### src/rtl/gpio_ovr_pkg.sv
package gpio_ovr_pkg;
  localparam int unsigned ADDR_W   = 3;
  localparam int unsigned NUM_REGS = 5;

  typedef enum logic [ADDR_W-1:0] {
    REG_DATA  = 3'd0,
    REG_DIR   = 3'd1,
    REG_PULL  = 3'd2,
    REG_SLEW  = 3'd3,
    REG_DRIVE = 3'd4
  } reg_sel_e;
endpackage

### src/rtl/gpio_ovr_regs.sv
module gpio_ovr_regs
  import gpio_ovr_pkg::*;
#(
  parameter int unsigned WIDTH = 8
) (
  input  logic              clk_i,
  input  logic              rst_ni,
  input  logic [ADDR_W-1:0] addr_i,
  input  logic              we_i,
  input  logic [WIDTH-1:0]  wdata_i,
  output logic [WIDTH-1:0]  data_o,
  output logic [WIDTH-1:0]  dir_o,
  output logic [WIDTH-1:0]  pull_o,
  output logic [WIDTH-1:0]  slew_o,
  output logic [WIDTH-1:0]  drv_o
);
  logic [WIDTH-1:0] bank_q [NUM_REGS];

  for (genvar r = 0; r < NUM_REGS; r++) begin : g_reg
    always_ff @(posedge clk_i or negedge rst_ni) begin
      if (!rst_ni)                                bank_q[r] <= '0;
      else if (we_i && addr_i == ADDR_W'(r))     bank_q[r] <= wdata_i;
    end
  end

  assign data_o = bank_q[REG_DATA];
  assign dir_o  = bank_q[REG_DIR];
  assign pull_o = bank_q[REG_PULL];
  assign slew_o = bank_q[REG_SLEW];
  assign drv_o  = bank_q[REG_DRIVE];

  p_write_lands_r2: assert property (@(posedge clk_i) disable iff (!rst_ni)
    (we_i && addr_i == REG_DIR) |=> (dir_o == $past(wdata_i)));
  p_hold_no_write_r2: assert property (@(posedge clk_i) disable iff (!rst_ni)
    !we_i |=> $stable(data_o) && $stable(pull_o));
endmodule

### src/rtl/gpio_ovr_sync.sv
module gpio_ovr_sync #(
  parameter int unsigned WIDTH = 8
) (
  input  logic             clk_i,
  input  logic             rst_ni,
  input  logic [WIDTH-1:0] pin_i,
  output logic [WIDTH-1:0] pin_sync_o
);
  logic [WIDTH-1:0] meta_q, sync_q;
  logic             warm_q;

  always_ff @(posedge clk_i or negedge rst_ni) begin
    if (!rst_ni) begin
      meta_q <= '0;
      sync_q <= '0;
      warm_q <= 1'b0;
    end else begin
      meta_q <= pin_i;
      sync_q <= meta_q;
      warm_q <= 1'b1;
    end
  end

  assign pin_sync_o = sync_q;

  p_first_stage_r9: assert property (@(posedge clk_i) disable iff (!rst_ni)
    warm_q |-> meta_q == $past(pin_i));
  p_second_stage_r9: assert property (@(posedge clk_i) disable iff (!rst_ni)
    warm_q |-> sync_q == $past(meta_q));
endmodule

### src/rtl/gpio_ovr_arb.sv
module gpio_ovr_arb #(
  parameter int unsigned WIDTH = 8,
  parameter int unsigned OSC_A = 5,
  parameter int unsigned OSC_B = 6
) (
  input  logic [WIDTH-1:0] data_i,
  input  logic [WIDTH-1:0] dir_i,
  input  logic [WIDTH-1:0] pull_i,
  input  logic [WIDTH-1:0] slew_i,
  input  logic [WIDTH-1:0] drv_i,
  input  logic [WIDTH-1:0] tmr_en_i,
  input  logic [WIDTH-1:0] tmr_oe_i,
  input  logic [WIDTH-1:0] tmr_do_i,
  input  logic [WIDTH-1:0] kbi_en_i,
  input  logic             osc_en_i,
  output logic [WIDTH-1:0] oe_o,
  output logic [WIDTH-1:0] do_o,
  output logic [WIDTH-1:0] pu_o,
  output logic [WIDTH-1:0] slew_o,
  output logic [WIDTH-1:0] drv_o
);
  for (genvar i = 0; i < WIDTH; i++) begin : g_pin
    localparam bit OscPin = (i == OSC_A) || (i == OSC_B);
    logic osc_hold;
    assign osc_hold = OscPin & osc_en_i;

    // priority: oscillator > keyboard > timer > port registers
    always_comb begin
      oe_o[i]   = dir_i[i];
      do_o[i]   = data_i[i];
      pu_o[i]   = pull_i[i];
      slew_o[i] = slew_i[i];
      drv_o[i]  = drv_i[i];
      if (osc_hold) begin
        oe_o[i]   = 1'b0;
        do_o[i]   = 1'b0;
        pu_o[i]   = 1'b0;
        slew_o[i] = 1'b0;
        drv_o[i]  = 1'b0;
      end else if (kbi_en_i[i]) begin
        oe_o[i]   = 1'b0;
      end else if (tmr_en_i[i]) begin
        oe_o[i]   = tmr_oe_i[i];
        if (tmr_oe_i[i]) do_o[i] = tmr_do_i[i];
      end
    end
  end
endmodule

### src/rtl/gpio_ovr_port.sv
module gpio_ovr_port
  import gpio_ovr_pkg::*;
#(
  parameter int unsigned WIDTH = 8,
  parameter int unsigned OSC_A = 5,
  parameter int unsigned OSC_B = 6
) (
  input  logic              clk_i,
  input  logic              rst_ni,
  input  logic [ADDR_W-1:0] addr_i,
  input  logic              we_i,
  input  logic [WIDTH-1:0]  wdata_i,
  output logic [WIDTH-1:0]  rdata_o,
  input  logic [WIDTH-1:0]  pin_i,
  input  logic [WIDTH-1:0]  tmr_en_i,
  input  logic [WIDTH-1:0]  tmr_oe_i,
  input  logic [WIDTH-1:0]  tmr_do_i,
  input  logic [WIDTH-1:0]  kbi_en_i,
  input  logic              osc_en_i,
  output logic [WIDTH-1:0]  pad_oe_o,
  output logic [WIDTH-1:0]  pad_do_o,
  output logic [WIDTH-1:0]  pad_pu_o,
  output logic [WIDTH-1:0]  pad_slew_o,
  output logic [WIDTH-1:0]  pad_drv_o
);
  logic [WIDTH-1:0] data_q, dir_q, pull_q, slew_q, drv_q, pin_sync;

  gpio_ovr_regs #(.WIDTH(WIDTH)) u_regs (
    .clk_i, .rst_ni, .addr_i, .we_i, .wdata_i,
    .data_o(data_q), .dir_o(dir_q), .pull_o(pull_q),
    .slew_o(slew_q), .drv_o(drv_q)
  );

  gpio_ovr_sync #(.WIDTH(WIDTH)) u_sync (
    .clk_i, .rst_ni, .pin_i, .pin_sync_o(pin_sync)
  );

  gpio_ovr_arb #(.WIDTH(WIDTH), .OSC_A(OSC_A), .OSC_B(OSC_B)) u_arb (
    .data_i(data_q), .dir_i(dir_q), .pull_i(pull_q), .slew_i(slew_q),
    .drv_i(drv_q), .tmr_en_i, .tmr_oe_i, .tmr_do_i, .kbi_en_i, .osc_en_i,
    .oe_o(pad_oe_o), .do_o(pad_do_o), .pu_o(pad_pu_o),
    .slew_o(pad_slew_o), .drv_o(pad_drv_o)
  );

  always_comb begin
    case (addr_i)
      REG_DATA:  rdata_o = (pad_oe_o & data_q) | (~pad_oe_o & pin_sync);
      REG_DIR:   rdata_o = dir_q;
      REG_PULL:  rdata_o = pull_q;
      REG_SLEW:  rdata_o = slew_q;
      REG_DRIVE: rdata_o = drv_q;
      default:   rdata_o = '0;
    endcase
  end

  p_reset_idle_r1: assert property (@(posedge clk_i) disable iff (!rst_ni)
    $rose(rst_ni) |-> (pad_oe_o == '0 && pad_pu_o == '0 && pad_drv_o == '0));
  p_kbi_input_r7: assert property (@(posedge clk_i) disable iff (!rst_ni)
    (kbi_en_i & pad_oe_o) == '0);
  p_osc_dark_r8: assert property (@(posedge clk_i) disable iff (!rst_ni)
    osc_en_i |-> !(pad_oe_o[OSC_A] | pad_do_o[OSC_A] | pad_pu_o[OSC_A]
                   | pad_slew_o[OSC_A] | pad_drv_o[OSC_A] | pad_oe_o[OSC_B]
                   | pad_pu_o[OSC_B] | pad_drv_o[OSC_B]));
  for (genvar i = 0; i < WIDTH; i++) begin : g_chk
    p_timer_drive_r6: assert property (@(posedge clk_i) disable iff (!rst_ni)
      (tmr_en_i[i] && tmr_oe_i[i] && !kbi_en_i[i] && !(osc_en_i && (i == OSC_A || i == OSC_B)))
        |-> (pad_oe_o[i] && pad_do_o[i] == tmr_do_i[i]));
  end
endmodule

### config.mk
export PLATFORM = sky130hd
export DESIGN_NAME = gpio_ovr_port
export DESIGN_NICKNAME = d
export VERILOG_FILES = /design/src/rtl/gpio_ovr_pkg.sv /design/src/rtl/gpio_ovr_regs.sv /design/src/rtl/gpio_ovr_sync.sv /design/src/rtl/gpio_ovr_arb.sv /design/src/rtl/gpio_ovr_port.sv
export SDC_FILE = /design/constraint.sdc
export NUM_CORES = 1
export LEC_CHECK = 0
export BUFFER_PORTS_ARGS = -buffer_cell sky130_fd_sc_hd__buf_2
export CAP_MARGIN = 40
export CORE_MARGIN = 4
export CORE_UTILIZATION = 51
export CTS_BUF_LIST = sky130_fd_sc_hd__clkbuf_4 sky130_fd_sc_hd__clkbuf_8
export DETAILED_ROUTE_END_ITERATION = 8
export GPL_TIMING_DRIVEN = 0
export HOLD_SLACK_MARGIN = 0.08
export PLACE_DENSITY = 0.82
export SLEW_MARGIN = 10
export SYNTH_ARGS = -nofsm -noshare
export SYNTH_HDL_FRONTEND = slang
export SYNTH_SLANG_ARGS = --single-unit
### constraint.sdc
create_clock -name clk_i -period 1.9 [get_ports clk_i]
set_input_delay 0.38 -clock clk_i [delete_from_list [all_inputs] [get_ports clk_i]]
set_output_delay 0.38 -clock clk_i [all_outputs]
set_load 0.02 [all_outputs]
==> run_results.csv, run 1 <==
group,metric,value,unit
logic_synthesis,synth_fp_nets,282,
critical_path,cp.required,1520,ps
power_and_ir_drop,peakVddDrop,0.577,mV
timing,period_needed,1870,ps
run,maxCapViolCount,0,
final_layout,nFillCells,421,
logic_synthesis,postSynthCellCount,227,
cts,tritoncts,"yes",
cts,hold_buffers,0,
drt,drc,0,
final_layout,layout.nets,390,
critical_path,critPathLaunchType,"flop",
logic_synthesis,netlist_area,2790,sq um
cts,clockBufferDepth,2,
cts,cts.sinks,56,
logic_synthesis,ys_types,26,
final_layout,multi_input_area,1250,sq um
timing,rsz0062_at_grt,"true",
logic_synthesis,ys_seq_area_frac,0.502,
timing,fin_ws,27.2,ps
logic_synthesis,ys.flop_type,"dfrtp_1",
floorplanning,rows,26,
final_layout,drive_gt1_frac,0.586,
timing,hold_viol,0,
critical_path,crit_path_max_fanout,3,
global_routing,grt_pass1_wl,9.50,mm
final_layout,diodes,0,
timing,finClkSkew,0.848,ps
cts,path_clk_slew,90,ps
critical_path,cp_cell_sequence,"nand2b_1 -> a211oi_2 -> mux2i_1 -> o21ai_1 -> buf_2",
cts,h-tree-depth,2,
place,io_buffers,101,
critical_path,cp_num_buf_inv,1,
place,dp_slack,-244,ps
cts,cts_root_buf,"clkbuf_8",
floorplanning,die-area,6720,sq um
critical_path,critPathArrivalTime,1490,ps
timing,whs,74.4,ps
floorplanning,die_h,82,um
timing,tightest_slew,626,ps
final_layout,syn_to_final_growth,28.8,%
drt,drt_iter0_markers,69,
run_status,status,"completed",
floorplanning,initial_core_util,0.537,
place,hpwl,4.69,mm
drt,vias,2097,
logic_synthesis,avgSynthCellArea,12.3,sq um
place,gp_congestion,0.762,
drt,firstDrtPassIters,4,
timing,setup-violations-final,0,
global_routing,antenna_found_initial,0,
timing,clock.fmax,534,MHz
logic_synthesis,synth_edf_count,0,
critical_path,critPathTopFamily,"flip-flops",
logic_synthesis,ys_warn_count,0,
global_routing,overflow,0,
timing,maxSlewHeadroom,0.583,
global_routing,grt_max_degree,30,
final_layout,seqCellArea,1400,sq um
final_layout,utilization,0.691,
critical_path,end_kind,"primary output",
logic_synthesis,yosys_register_bits,56,
floorplanning,pin_count,103,
timing,slew_violations,0,
global_routing,grt_pass1_vias,1970,
drt,drt-wirelength-per-cell,16.0,um
drt,vias_per_cell,5.17,
timing,period_share,0.986,
critical_path,crit_path_top_delay_cell,"dfrtp_1",
cts,cts-buffers-inserted,5,
floorplanning,die_x,82,um
floorplanning,coreArea,5200,sq um
power_and_ir_drop,power_density,965,nW/um^2
drt,ant_nets,0,
global_routing,grt_use_total,0.195,
logic_synthesis,async_reset_ff_frac,1.00,
hold_path,hold_path_class,"input port to asynchronous set/reset pin",
critical_path,slowest_delay,400,ps
power_and_ir_drop,p_leak,0.00170,uW
critical_path,critical_path_class,"flop to primary output",
drt,drt_wl_total,6.49,mm
cts,insertion_delay,310,ps
area by class of cell:
cell class | instances | area share
flip-flops and latches | 56 | 0.390
clock inverters | 1 | 0.00835
repair buffers | 103 | 0.150
plain buffers | 23 | 0.0515
clock buffers | 7 | 0.0268
multi-input cells | 146 | 0.349
well taps | 70 | 0.0244
worst paths after layout:
kind,from,to,slack (ps),depth (start not counted)
setup / recovery,u_regs.dir_o[5],rdata_o[5],30,5
hold / removal,rst_ni,u_sync.meta_q[6],70,1
setup reg to reg,u_regs.dir_o[4],u_regs.dir_o[4],1000,2
hold reg to reg,u_sync.meta_q[7],u_sync.pin_sync_o[7],360,0
max in group asynchronous,rst_ni,u_regs.slew_o[1],1250,2
min in group clk_i,pin_i[2],u_sync.meta_q[2],170,1
flip-flops by register name, indices dropped and copies added, names as in the netlist:
name	count
u_regs.data_o	8
u_regs.dir_o	8
u_regs.drv_o	8
u_regs.pull_o	8
u_regs.slew_o	8
u_sync.meta_q	8
u_sync.pin_sync_o	8
Yosys cell counts (all sizes together) (2+ instances only):
master   n  area, sq um
mux2i   15          150
nor2b    7         43.8
nand2    9         33.8
a21oi   11         55.1
a22oi    5         37.5
o21ai    8         40.0
a211oi   2         15.0
mux2    48          541
buf     24          169
nor3b    2         26.3
nor2    11         43.8
nand2b  11         71.3
dfrtp   56         1400
o22a     5         43.8
nor3     2         32.5
nand3b   6         45.0
cell usage in the layout (no fill, tap or decap):
| cell type | Yosys | routed |
|---|---|---|
| o21ai_1 | 0 | 8 |
| nand2b_1 | 10 | 10 |
| nand3_4 | 1 | 1 |
| a21oi_1 | 11 | 8 |
| nor2_2 | 1 | 1 |
| nor2b_2 | 0 | 1 |
| and2b_4 | 0 | 1 |
| nand2_1 | 9 | 9 |
| mux2_2 | 48 | 48 |
| nor2_1 | 10 | 10 |
| a22oi_1 | 5 | 4 |
| bufinv_16 | 0 | 1 |
| a311oi_1 | 1 | 1 |
| clkbuf_8 | 0 | 7 |
| buf_8 | 0 | 1 |
| o22a_1 | 5 | 5 |
| buf_6 | 0 | 2 |
| nand2b_2 | 1 | 1 |
| nor3b_1 | 1 | 1 |
| buf_12 | 0 | 1 |
| a211oi_2 | 0 | 2 |
| mux2i_1 | 15 | 15 |
| buf_4 | 20 | 23 |
| nand3b_1 | 6 | 6 |
| dfrtp_1 | 56 | 56 |
| a21oi_2 | 0 | 3 |
| or3_4 | 0 | 1 |
| buf_2 | 3 | 99 |
| nor3b_4 | 1 | 1 |
| nor2b_1 | 7 | 6 |
| nor3_4 | 2 | 2 |
| a22oi_2 | 0 | 1 |
cells by family after synthesis:
logic type / share of synthesized area
compound gates: 0.0717
mux: 0.247
flops: 0.502
simple gates: 0.117
buf+inv: 0.0618
report_power, final:
group | total, uW | switching [uW] | leakage [uW] | internal (uW)
Sequential | 1550 | 149 | 0.000666 | 1400
Combinational | 1090 | 538 | 0.000970 | 551
Clock | 837 | 372 | 0.0000645 | 465
Total | 3470 | 1060 | 0.00170 | 2410
routing by layer:
| layer | vias up | track usage | routed length [um] |
|---|---|---|---|
| li1 | 1014 | - | - |
| met4 | 0 | 0.0648 | 91 |
| met1 | 1004 | 0.242 | 2770 |
| met2 | 69 | 0.333 | 3250 |
| met3 | 10 | 0.0471 | 383 |
| met5 | - | 0 | 0 |
stage by stage:
stage | area [sq um] | TNS [ps] | total power, uW | cells
final | 3600 | 0 | 3470 | 406
after global routing | 3600 | -157 | 3670 | 406
after CTS | 3550 | 0 | 3470 | 406
after detailed placement | 3420 | -1160 | 2640 | 399
after global placement | 3400 | -1220 | 2600 | 398
after floorplan | 2800 | 0 | 2280 | 227
repair_timing:
action                                  CTS  global route
pin swaps                                 1             2
buffers inserted                          0             1
endpoints found under the setup margin    8             7
gates cloned                              0             0
gates resized for setup                   5            13
Power figures use the tool's default switching activity.
==> run 2: changes to the inputs <==
--- a/config.mk
+++ b/config.mk
@@ -5,16 +5,16 @@
 export SDC_FILE = /design/constraint.sdc
 export NUM_CORES = 1
 export LEC_CHECK = 0
+export ABC_AREA = 1
 export BUFFER_PORTS_ARGS = -buffer_cell sky130_fd_sc_hd__buf_2
 export CAP_MARGIN = 40
 export CORE_MARGIN = 4
-export CORE_UTILIZATION = 51
+export CORE_UTILIZATION = 52
 export CTS_BUF_LIST = sky130_fd_sc_hd__clkbuf_4 sky130_fd_sc_hd__clkbuf_8
 export DETAILED_ROUTE_END_ITERATION = 8
 export GPL_TIMING_DRIVEN = 0
 export HOLD_SLACK_MARGIN = 0.08
-export PLACE_DENSITY = 0.82
-export SLEW_MARGIN = 10
+export PLACE_DENSITY = 0.83
 export SYNTH_ARGS = -nofsm -noshare
 export SYNTH_HDL_FRONTEND = slang
 export SYNTH_SLANG_ARGS = --single-unit
==> run_results.csv, run 2 <==
group,metric,value,unit
timing,period_share,0.941,
cts,cts_root_buf,"clkbuf_8",
power_and_ir_drop,seqPwrFrac,0.472,
place,hpwl,5.62,mm
cts,path_clk_slew,100,ps
logic_synthesis,yosys-mux-area-fraction,0,
place,placed_area,3590,sq um
power_and_ir_drop,p_total,3180,uW
drt,drc,0,
logic_synthesis,synthAdderAreaFrac,0,
logic_synthesis,ys_seq_area_frac,0.471,
timing,fin_ws,113,ps
drt,drt_iter0_markers,247,
logic_synthesis,netlist_area,2980,sq um
global_routing,grt_pass1_vias,2846,
logic_synthesis,synth_top_family_by_area,"simple AND/OR/NAND/NOR gates",
logic_synthesis,ys_warn_count,0,
critical_path,reg2reg_depth,2,
run,maxCapViolCount,0,
logic_synthesis,yosys.area.top_type,"dfrtp_1",
logic_synthesis,synth_edf_count,0,
critical_path,cp.required,1520,ps
logic_synthesis,yosys_register_bits,56,
timing,rsz0062_at_grt,"false",
power_and_ir_drop,power.switching,1100,uW
place,io_buffers,101,
place,dp.cells,537,
timing,tightest_slew,467,ps
timing,whs,161,ps
critical_path,end_kind,"primary output",
final_layout,nFillCells,471,
drt,vias_per_cell,5.15,
critical_path,crit_path_max_fanout,10,
final_layout,final_common_cell,"buf_2",
final_layout,layout.nets,530,
timing,setup-violations-final,0,
logic_synthesis,synth_commonest_cells,"84 x nand2_1, 56 x dfrtp_1, 52 x nand3_1",
final_layout,stdcell_count,548,
final_layout,layout_common_cells,"103 x buf_2, 84 x nand2_1, 56 x dfrtp_1, 52 x nand3_1, 48 x inv_1",
timing,hold_viol,0,
floorplanning,rows,27,
timing,clock.fmax,559,MHz
critical_path,critPathArrivalTime,1410,ps
floorplanning,coreArea,5540,sq um
logic_synthesis,ys_types,23,
global_routing,grt_max_degree,38,
global_routing,overflow,0,
cts,cts-buffers-inserted,5,
cts,insertion_delay,300,ps
logic_synthesis,synth_top_area_share,0.471,
logic_synthesis,synth_fp_nets,418,
logic_synthesis,async_reset_ff_frac,1.00,
power_and_ir_drop,power_density,854,nW/um^2
final_layout,drive_gt1_frac,0.353,
timing,maxSlewHeadroom,0.688,
logic_synthesis,ys.flop_type,"dfrtp_1",
drt,ant_nets,0,
cts,h-tree-depth,2,
hold_path,hold_path_class,"input port to flop",
power_and_ir_drop,p_comb_frac,0.310,
floorplanning,die_h,83.7,um
power_and_ir_drop,peakVddDrop,0.513,mV
logic_synthesis,synth_most_common_cell,"nand2_1",
critical_path,critPathLaunchType,"input port",
place,dp_slack,-23.0,ps
run_status,status,"completed",
timing,finClkSkew,0.298,ps
floorplanning,die-area,7000,sq um
floorplanning,initial_core_util,0.537,
power_and_ir_drop,clkPwrFrac,0.218,
cts,tritoncts,"yes",
drt,firstDrtPassIters,5,
final_layout,fin_area,3720,sq um
hold_path,hold_depth,1,
drt,drt-wirelength-per-cell,14.0,um
logic_synthesis,synth_area_leaders,"dfrtp_1 47%, nand2_1 11%, nand3_1 8.7%, inv_1 6.1%, buf_4 4.8%",
power_and_ir_drop,switching_share,0.345,
logic_synthesis,avgSynthCellArea,8.20,sq um
critical_path,critical_path_class,"input port to primary output",
global_routing,grt_pass1_wl,13.0,mm
logic_synthesis,synth-simple-area-share,0.289,
logic_synthesis,postSynthCellCount,363,
final_layout,diodes,0,
drt,drt_wl_total,7.66,mm
timing,slew_violations,0,
cts,cts.sinks,56,
drt,vias,2823,
place,gp_congestion,0.816,
final_layout,syn_to_final_growth,25.1,%
cts,clockBufferDepth,2,
power_and_ir_drop,p_leak,0.00213,uW
logic_synthesis,synth_compound_area_frac,0.104,
logic_synthesis,synth_xor_area_frac,0,
timing,period_needed,1790,ps
floorplanning,die_x,83.7,um
global_routing,antenna_found_initial,0,
floorplanning,pin_count,103,
power_and_ir_drop,p_int,2080,uW
global_routing,grt_use_total,0.226,
[run 2: cell types whose count changed in the layout (fill, tap and decap cells not counted), sizes merged, moves of 7 or more]
cell and change:
mux2i -15, o21ai +34, mux2 -48, inv +49, nor2b -7, nand2 +78, nor2 +14, nand4 +8
nand3 +55, nand2b -11
[run 2: metal layers]
| metal | share of wire | vias up | GRT usage |
|---|---|---|---|
| met5 | 0 | - | 0 |
| li1 | - | 1379 | - |
| met3 | 0.069 | 17 | 0.0365 |
| met4 | 0.024 | 0 | 0.0804 |
| met1 | 0.40 | 1291 | 0.286 |
| met2 | 0.51 | 136 | 0.391 |
[run 2: kinds of logic (layout without fill, tap and decap cells)]
family | after synthesis | count (layout)
and+or+nand+nor | 179 | 179
AOI/OAI and AO/OA | 50 | 50
DFF | 56 | 56
buffers and inverters | 78 | 191
[run 2: timing repair]
item | 4_1_cts | 5_1_grt
pin swaps | 1 | 1
endpoints found under the setup margin | 3 | 7
hold buffers | 1 | 0
gates resized for setup | 0 | 4
endpoints found under the hold margin | 19 | 0
cloned | 0 | 0
buffers inserted | 0 | 2
[run 2: power groups by stage]
stage                     sequential, uW  clock (uW)  combinational [uW]
after floorplan                     1480           0                 673
after global placement              1520           0                 958
after detailed placement            1520           0                 983
after CTS                           1500         695                 988
after global routing                1530         752                1100
final                               1500         694                 985
[run 2: metrics by stage]
step / util / setup TNS (ps)
floorplan: - / 0
global placement: 0.645 / -11.7
detailed placement: 0.648 / -90.6
CTS: 0.668 / 0
global route: 0.672 / 0
finish: 0.672 / 0
[run 2: final timing paths]
check                                  from                   end  slack [ps]
min                                pin_i[0]      u_sync.meta_q[0]         160
min in group asynchronous            rst_ni       u_regs.dir_o[1]         550
max in group asynchronous            rst_ni      u_regs.slew_o[5]         800
max                               addr_i[0]            rdata_o[6]         110
max reg2reg                u_regs.pull_o[0]      u_regs.pull_o[0]        1210
min reg2reg                u_sync.meta_q[6]  u_sync.pin_sync_o[6]         360
[run 2: critical path, stage by stage]
cell and delay, ps:
buf_2 130, buf_6 150, nor2_4 270, nand3_1 120
nand2_1 90, nor2_1 40, nand2_1 60, buf_2 160
[run 2: area by class of cell]
cell class / count / area, sq um / share of cell area
Inverter: 50 / 191 / 0.0514
Sequential cell: 56 / 1400 / 0.376
Buffer: 28 / 224 / 0.0601
Multi-Input combinational cell: 229 / 1170 / 0.314
Timing Repair Buffer: 105 / 551 / 0.148
Clock buffer: 7 / 90.1 / 0.0242
Clock inverter: 1 / 7.51 / 0.00202
Tap cell: 72 / 90.1 / 0.0242
